===== config.mk =====
export PLATFORM = sky130hd
export DESIGN_NAME = uart_rx_os
export DESIGN_NICKNAME = d
export VERILOG_FILES = /design/src/rtl/uart_rx_pkg.sv /design/src/rtl/uart_rx_sampler.sv /design/src/rtl/uart_rx_frame.sv /design/src/rtl/uart_rx_idle.sv /design/src/rtl/uart_rx_flags.sv /design/src/rtl/uart_rx_os.sv
export SDC_FILE = /design/constraint.sdc
export NUM_CORES = 1
export LEC_CHECK = 0
export ABC_CLOCK_PERIOD_IN_PS = 4300
export BUFFER_PORTS_ARGS = -buffer_cell sky130_fd_sc_hd__buf_2
export CAP_MARGIN = 20
export CORE_UTILIZATION = 50
export CTS_BUF_LIST = sky130_fd_sc_hd__clkbuf_16
export DETAILED_ROUTE_END_ITERATION = 10
export PLACE_DENSITY = 0.8
export SYNTH_ARGS = -nofsm -noshare
export SYNTH_HDL_FRONTEND = slang
export SYNTH_HIERARCHICAL = 1
export SYNTH_SLANG_ARGS = --single-unit

===== constraint.sdc =====
create_clock -name clk_i -period 4.3 [get_ports clk_i]
set_clock_uncertainty 0.1 [all_clocks]
set_input_delay 0.215 -clock clk_i [delete_from_list [all_inputs] [get_ports clk_i]]
set_output_delay 0.215 -clock clk_i [all_outputs]
set_load 0.02 [all_outputs]

===== src/rtl/uart_rx_pkg.sv =====
package uart_rx_pkg;
  localparam int OVS    = 16;
  localparam int CNT_W  = 5;
  localparam int NB_W   = 4;
  localparam int WORD_W = 9;
  localparam int IDLE_W = 8;
  localparam int MID    = OVS / 2 + 1;

  typedef enum logic [1:0] {ST_HUNT, ST_START, ST_DATA, ST_STOP} rx_state_e;

  function automatic logic [CNT_W-1:0] stop_last(input logic [1:0] sel);
    case (sel)
      2'd0:    return CNT_W'(OVS - 1);
      2'd1:    return CNT_W'(OVS + OVS / 2 - 1);
      default: return CNT_W'(2 * OVS - 1);
    endcase
  endfunction

  function automatic logic [IDLE_W-1:0] frame_len(input logic nine, input logic [1:0] sel);
    int n;
    n = (nine ? 10 : 9) * OVS + int'(stop_last(sel)) + 1;
    return IDLE_W'(n);
  endfunction
endpackage


===== src/rtl/uart_rx_sampler.sv =====
module uart_rx_sampler (
  input  logic clk_i,
  input  logic rst_ni,
  input  logic rx_i,
  input  logic tick_i,
  output logic rx_o,
  output logic vote_o,
  output logic noisy_o
);
  logic [1:0] sync_q;
  logic [1:0] hist_q;
  logic [2:0] win;

  always_ff @(posedge clk_i or negedge rst_ni) begin
    if (!rst_ni) begin
      sync_q <= 2'b11;
      hist_q <= 2'b11;
    end else begin
      sync_q <= {sync_q[0], rx_i};
      if (tick_i) hist_q <= {hist_q[0], sync_q[1]};
    end
  end

  assign rx_o    = sync_q[1];
  assign win     = {hist_q, rx_o};
  assign vote_o  = (win[0] & win[1]) | (win[0] & win[2]) | (win[1] & win[2]);
  assign noisy_o = (win != 3'b000) && (win != 3'b111);
endmodule


===== src/rtl/uart_rx_frame.sv =====
module uart_rx_frame
  import uart_rx_pkg::*;
(
  input  logic              clk_i,
  input  logic              rst_ni,
  input  logic              tick_i,
  input  logic              rx_i,
  input  logic              vote_i,
  input  logic              noisy_i,
  input  logic              cfg_nine_i,
  input  logic              cfg_par_en_i,
  input  logic              cfg_par_odd_i,
  input  logic [1:0]        cfg_stop_i,
  output logic              done_o,
  output logic [WORD_W-1:0] word_o,
  output logic              frm_err_o,
  output logic              par_err_o,
  output logic              noise_o,
  output logic              hunt_o
);
  rx_state_e         state_q;
  logic [CNT_W-1:0]  cnt_q;
  logic [NB_W-1:0]   nbit_q;
  logic [WORD_W-1:0] shift_q;
  logic              noise_q, par_q;
  logic              at_mid, at_last;
  logic [NB_W-1:0]   bits_last;
  logic [CNT_W-1:0]  stop_end;

  assign at_mid    = cnt_q == CNT_W'(MID);
  assign at_last   = cnt_q == CNT_W'(OVS - 1);
  assign bits_last = cfg_nine_i ? NB_W'(WORD_W - 1) : NB_W'(WORD_W - 2);
  assign stop_end  = stop_last(cfg_stop_i);

  always_ff @(posedge clk_i or negedge rst_ni) begin
    if (!rst_ni) begin
      state_q <= ST_HUNT;
      cnt_q   <= '0;
      nbit_q  <= '0;
      shift_q <= '0;
      noise_q <= 1'b0;
      par_q   <= 1'b0;
    end else if (tick_i) begin
      cnt_q <= cnt_q + 1'b1;
      unique case (state_q)
        ST_HUNT: begin
          cnt_q <= '0;
          if (!rx_i) begin
            state_q <= ST_START;
            cnt_q   <= CNT_W'(1);
            nbit_q  <= '0;
            shift_q <= '0;
            noise_q <= 1'b0;
            par_q   <= 1'b0;
          end
        end
        ST_START: begin
          if (at_mid) begin
            noise_q <= noisy_i;
            if (vote_i) state_q <= ST_HUNT;  // false start
          end else if (at_last) begin
            cnt_q   <= '0;
            state_q <= ST_DATA;
          end
        end
        ST_DATA: begin
          if (at_mid) begin
            shift_q[nbit_q] <= vote_i;
            par_q           <= par_q ^ vote_i;
            noise_q         <= noise_q | noisy_i;
          end else if (at_last) begin
            cnt_q <= '0;
            if (nbit_q == bits_last) state_q <= ST_STOP;
            else nbit_q <= nbit_q + 1'b1;
          end
        end
        ST_STOP: begin
          if (cnt_q == stop_end) begin
            cnt_q   <= '0;
            state_q <= ST_HUNT;
          end
        end
        default: state_q <= ST_HUNT;
      endcase
    end
  end

  assign done_o    = tick_i && (state_q == ST_STOP) && at_mid;
  assign word_o    = shift_q;
  assign frm_err_o = !vote_i;
  assign par_err_o = cfg_par_en_i && (par_q ^ cfg_par_odd_i);
  assign noise_o   = noise_q | noisy_i;
  assign hunt_o    = state_q == ST_HUNT;

  assert_start_reject_R4: assert property (@(posedge clk_i) disable iff (!rst_ni)
    (state_q == ST_START && tick_i && at_mid && vote_i) |=> state_q == ST_HUNT);
  assert_tick_gate_R3: assert property (@(posedge clk_i) disable iff (!rst_ni)
    !tick_i |=> $stable(state_q) && $stable(cnt_q));
  assert_stop_wait_R7: assert property (@(posedge clk_i) disable iff (!rst_ni)
    (state_q == ST_STOP && tick_i && cnt_q < stop_end) |=> state_q == ST_STOP);
endmodule


===== src/rtl/uart_rx_idle.sv =====
module uart_rx_idle #(
  parameter int IDLE_W = 8
) (
  input  logic              clk_i,
  input  logic              rst_ni,
  input  logic              tick_i,
  input  logic              hunt_i,
  input  logic              rx_i,
  input  logic              done_i,
  input  logic [IDLE_W-1:0] limit_i,
  output logic              set_o
);
  logic [IDLE_W-1:0] cnt_q;
  logic              armed_q;

  always_ff @(posedge clk_i or negedge rst_ni) begin
    if (!rst_ni) begin
      cnt_q   <= '0;
      armed_q <= 1'b0;
    end else begin
      if (done_i) armed_q <= 1'b1;
      else if (set_o) armed_q <= 1'b0;
      if (!hunt_i || !rx_i) cnt_q <= '0;
      else if (tick_i && cnt_q != limit_i) cnt_q <= cnt_q + 1'b1;
    end
  end

  assign set_o = armed_q && tick_i && hunt_i && rx_i && (cnt_q == limit_i - 1'b1);

  assert_idle_once_R10: assert property (@(posedge clk_i) disable iff (!rst_ni)
    set_o |=> !armed_q);
  assert_idle_arm_R10: assert property (@(posedge clk_i) disable iff (!rst_ni)
    done_i |=> armed_q);
endmodule


===== src/rtl/uart_rx_flags.sv =====
module uart_rx_flags
  import uart_rx_pkg::*;
(
  input  logic              clk_i,
  input  logic              rst_ni,
  input  logic              done_i,
  input  logic [WORD_W-1:0] word_i,
  input  logic              frm_i,
  input  logic              par_i,
  input  logic              noise_i,
  input  logic              idle_i,
  input  logic              rd_i,
  input  logic [4:0]        clr_i,
  output logic [WORD_W-1:0] data_o,
  output logic              valid_o,
  output logic              full_o,
  output logic              ovr_o,
  output logic              noise_o,
  output logic              frm_o,
  output logic              par_o,
  output logic              idle_o
);
  logic ovr_set, store;

  assign ovr_set = done_i && full_o && !rd_i;
  assign store   = done_i && !ovr_set;

  always_ff @(posedge clk_i or negedge rst_ni) begin
    if (!rst_ni) begin
      data_o  <= '0;
      valid_o <= 1'b0;
      full_o  <= 1'b0;
      ovr_o   <= 1'b0;
      noise_o <= 1'b0;
      frm_o   <= 1'b0;
      par_o   <= 1'b0;
      idle_o  <= 1'b0;
    end else begin
      valid_o <= store;
      if (store) data_o <= word_i;
      if (store) full_o <= 1'b1;
      else if (rd_i) full_o <= 1'b0;
      if (ovr_set) ovr_o <= 1'b1;
      else if (clr_i[3]) ovr_o <= 1'b0;
      if (done_i && noise_i) noise_o <= 1'b1;
      else if (clr_i[2]) noise_o <= 1'b0;
      if (done_i && frm_i) frm_o <= 1'b1;
      else if (clr_i[1]) frm_o <= 1'b0;
      if (done_i && par_i) par_o <= 1'b1;
      else if (clr_i[0]) par_o <= 1'b0;
      if (idle_i) idle_o <= 1'b1;
      else if (clr_i[4]) idle_o <= 1'b0;
    end
  end

  assert_valid_full_R8: assert property (@(posedge clk_i) disable iff (!rst_ni)
    valid_o |-> full_o);
  assert_ovr_keep_R9: assert property (@(posedge clk_i) disable iff (!rst_ni)
    $rose(ovr_o) |-> $stable(data_o) && !valid_o);
  assert_clr_frm_R11: assert property (@(posedge clk_i) disable iff (!rst_ni)
    (clr_i[1] && !done_i) |=> !frm_o);
  assert_set_wins_R11: assert property (@(posedge clk_i) disable iff (!rst_ni)
    (done_i && par_i) |=> par_o);
endmodule


===== src/rtl/uart_rx_os.sv =====
module uart_rx_os
  import uart_rx_pkg::*;
(
  input  logic              clk_i,
  input  logic              rst_ni,
  input  logic              rx_i,
  input  logic              tick_i,
  input  logic              cfg_nine_i,
  input  logic              cfg_par_en_i,
  input  logic              cfg_par_odd_i,
  input  logic [1:0]        cfg_stop_i,
  input  logic              rd_i,
  input  logic [4:0]        clr_i,
  output logic [WORD_W-1:0] data_o,
  output logic              valid_o,
  output logic              full_o,
  output logic              ovr_o,
  output logic              noise_o,
  output logic              frm_o,
  output logic              par_o,
  output logic              idle_o
);
  logic              rx_s, vote, noisy;
  logic              done, frm_err, par_err, noise_any, hunt, idle_set;
  logic [WORD_W-1:0] word;
  logic [IDLE_W-1:0] idle_limit;

  assign idle_limit = frame_len(cfg_nine_i, cfg_stop_i);

  uart_rx_sampler u_smp (
    .clk_i, .rst_ni, .rx_i, .tick_i,
    .rx_o(rx_s), .vote_o(vote), .noisy_o(noisy)
  );

  uart_rx_frame u_frm (
    .clk_i, .rst_ni, .tick_i, .rx_i(rx_s), .vote_i(vote), .noisy_i(noisy),
    .cfg_nine_i, .cfg_par_en_i, .cfg_par_odd_i, .cfg_stop_i,
    .done_o(done), .word_o(word), .frm_err_o(frm_err), .par_err_o(par_err),
    .noise_o(noise_any), .hunt_o(hunt)
  );

  uart_rx_idle #(.IDLE_W(IDLE_W)) u_idle (
    .clk_i, .rst_ni, .tick_i, .hunt_i(hunt), .rx_i(rx_s), .done_i(done),
    .limit_i(idle_limit), .set_o(idle_set)
  );

  uart_rx_flags u_flg (
    .clk_i, .rst_ni, .done_i(done), .word_i(word), .frm_i(frm_err), .par_i(par_err),
    .noise_i(noise_any), .idle_i(idle_set), .rd_i, .clr_i,
    .data_o, .valid_o, .full_o, .ovr_o, .noise_o, .frm_o, .par_o, .idle_o
  );
endmodule


==> flow_summary.json <==
{
  "outcome": "finished clean",
  "syn_inst": 321,
  "finalSetupViolations": 0,
  "first_iter_violations": 206,
  "p_per_area_mw_per_mm2": 436,
  "slew_violations": 0,
  "initial_core_util": 0.525,
  "yosysSeqAreaShare": 0.407,
  "path_depth": 7,
  "synth.distinct_cells": 68,
  "rr_worst_depth": 7,
  "syn_area_sq_mm": 0.00315,
  "period_share": 0.636,
  "finalHoldViolCount": 0,
  "worstSetupEndpointType": "flip-flop",
  "cp_num_buf_inv": 2,
  "n_fill_cell": 493,
  "async_flop_share": 1.00,
  "dieHeight_um": 81.3,
  "grt_pass1_vias": 2261,
  "holdPathStages": 2,
  "grt_max_degree": 30,
  "crit_slowest_cell": "a2111oi_1",
  "synth-edff-count": 0,
  "htree_levels": 2,
  "synth_area_leaders": "dfrtp_1, ha_1, mux2_2, nand2_1, mux2i_1",
  "ys.flop_type": "dfrtp_1",
  "critical_path_class": "reg2reg",
  "drc": 0,
  "coreArea_sq_mm": 0.00599,
  "cts_buffers": 5,
  "ctsLongestPathBuffers": 2,
  "fp-row-count": 28,
  "cts_tree": "yes",
  "wl_per_cell_um": 14.1,
  "ios": 31,
  "finalInstanceArea_sq_mm": 0.00358,
  "synth_top_area_frac": 0.374,
  "rsz0062_at_grt": "false",
  "max_stage_delay_ns": 0.66,
  "tightest_slew_ns": 0.720,
  "hpwl_um": 4360,
  "min_path_type": "in2reg",
  "path_cells": "inv_1, ha_1, o21ai_0, buf_4, a2111oi_1, nand2_1, mux2i_1",
  "ant_nets": 0,
  "port_buffers": 30,
  "maxCapViolCount": 0,
  "finalWirelength_um": 6150,
  "pre_cts_slack_ns": 1.38,
  "cts_root_buffer": "clkbuf_16",
  "path_delay_family": "compound AO/OA/AOI/OAI gates",
  "antenna_found_initial": 0,
  "place_area_sq_mm": 0.00340,
  "required_ns": 4.35,
  "clock.fmax_mhz": 366,
  "die_area_sq_mm": 0.00661,
  "arrival_ns": 2.79,
  "setup_ws_ns": 1.57,
  "nets": 395,
  "min_period_ns": 2.73,
  "synth.avg_cell_area_sq_um": 9.80,
  "grt_pass1_wl_um": 10400,
  "tns_ns": 0,
  "die-width_um": 81.3,
  "p_leak_nw": 1.76,
  "viasPerCell": 5.67,
  "grt_overflow_total": 0,
  "gp_congestion": 0.847,
  "critPathLaunchType": "flip-flop",
  "slew_headroom": 0.517,
  "crit_path_max_fanout": 19,
  "drive_above_1_share": 0.196,
  "placed_cells": 427,
  "antenna_cells": 0,
  "synthToLayoutAreaGrowth_pct": 13.9,
  "vdd_drop_max_mv": 0.223,
  "fin_cells": 437,
  "yosysTopAreaCell": "dfrtp_1",
  "ys_ff_latch": 51,
  "dr.pass1.iters": 4,
  "cts_sinks": 51,
  "finalPower_mw": 1.56,
  "path_clk_slew_ns": 0.06,
  "grt_util_all_layers": 0.203,
  "worstSkewPairLatency_ns": 0.28,
  "vias": 2478,
  "synth_warnings": 6
}
power by group:
group	total [mW]	switching (mW)	internal [mW]
combinational	0.507	0.312	0.194
sequential	0.622	0.0765	0.545
clock	0.433	0.163	0.270
cells in the mapped netlist, types with 2 or more instances:
cell type  number
a2111oi_1       2
a21o_1          4
a21oi_1         6
a22o_1          3
and2_1          2
and3_1          4
buf_2           4
clkbuf_1        5
conb_1          2
dfrtp_1        47
dfstp_2         4
ha_1           18
inv_1          26
mux2_2         13
mux2i_1        11
nand2_1        36
nand2b_1        3
nand2b_4        2
nand3_1        10
nand4_1         5
nor2_1         14
nor2b_1         2
nor3_1         11
nor3b_1         2
nor4_1          5
o2111ai_1       4
o211ai_1        4
o21ai_0         9
o221ai_1        2
o22ai_1         2
o31ai_1         3
or2_2           2
or2b_1          2
or3b_2          3
or4_1           4
xnor2_1         8
xor2_1          6
per-layer routing:
metal / global-route usage / wire (um) / up-vias / part of all wire
met5: 0 / 0 / - / 0
met4: 0.0554 / 32 / 0 / 0.0052
met3: 0.0360 / 302 / 4 / 0.049
met2: 0.325 / 2910 / 79 / 0.47
met1: 0.280 / 2910 / 1185 / 0.47
li1: - / - / 1210 / -
layout make-up:
cell class	count	area (sq um)	share of cell area
multi-input combinational	243	1750	0.488
clock inverter	3	37.5	0.0105
inverter	26	97.6	0.0272
tap	75	93.8	0.0262
sequential	51	1280	0.358
clock buffer	5	125	0.0349
timing repair buffer	34	198	0.0552
repair_timing:
item / CTS / global route
hold buffers: 2 / 0
buffers inserted: 0 / 0
hold endpoints to repair: 23 / 0
setup endpoints to repair: 0 / 0
gates resized for setup: 0 / 0
flip-flops by register name, indices dropped and copies added, names as in the netlist, named ones only:
signal and count:
u_flg/noise_o 1, u_smp/hist_q 2, u_idle/cnt_q 8, u_flg/full_o 1, u_flg/valid_o 1, u_flg/par_o 1
u_flg/idle_o 1, u_frm/word_o 9, u_frm/noise_q 1, u_frm/nbit_q 4, u_smp/sync_q 2, u_flg/data_o 9
u_frm/state_q 1, u_flg/ovr_o 1, u_flg/frm_o 1, u_frm/cnt_q 5, u_idle/armed_q 1, u_frm/par_q 1
cells by family after synthesis:
group | share of synthesized area
DFF | 0.407
xor gates and xnor gates | 0.0390
other | 0.00239
adders and majority gates | 0.0815
and+or+nand+nor | 0.211
AOI/OAI and AO/OA | 0.126
muxes | 0.0851
buffers and inverters | 0.0485
layout by cell type (no fill, tap or decap), types with 8 or more instances in the layout:
master / Yosys / layout
mux2_2: 13 / 13
mux2i_1: 11 / 11
o21ai_0: 9 / 9
dfrtp_1: 47 / 47
conb_1: 2 / 12
nand3_1: 10 / 10
nand2_1: 36 / 36
xnor2_1: 8 / 8
nor2_1: 14 / 14
nor3_1: 11 / 11
buf_2: 4 / 30
ha_1: 18 / 18
inv_1: 26 / 28
through the flow:
step / utilization / hold slack (ns)
after floorplan: - / -0.181
after global placement: 0.564 / 0.230
after detailed placement: 0.568 / 0.129
after CTS: 0.598 / 0.0118
after global routing: 0.598 / 0.000853
final: 0.598 / 0.0119
final timing paths:
check | startpoint | end | slack [ns]
setup / recovery | u_frm/state_q[0] | u_frm/word_o[5] | 1.57
hold / removal | clr_i[1] | u_flg/frm_o | 0.01
max in group asynchronous | rst_ni | u_smp/hist_q[0] | 3.16
setup reg to reg | u_frm/state_q[0] | u_frm/word_o[5] | 1.57
min in group asynchronous | rst_ni | u_flg/data_o[8] | 0.34
hold reg to reg | u_smp/sync_q[0] | u_smp/sync_q[1] | 0.27
No activity file was read; power rests on OpenSTA's default activity.
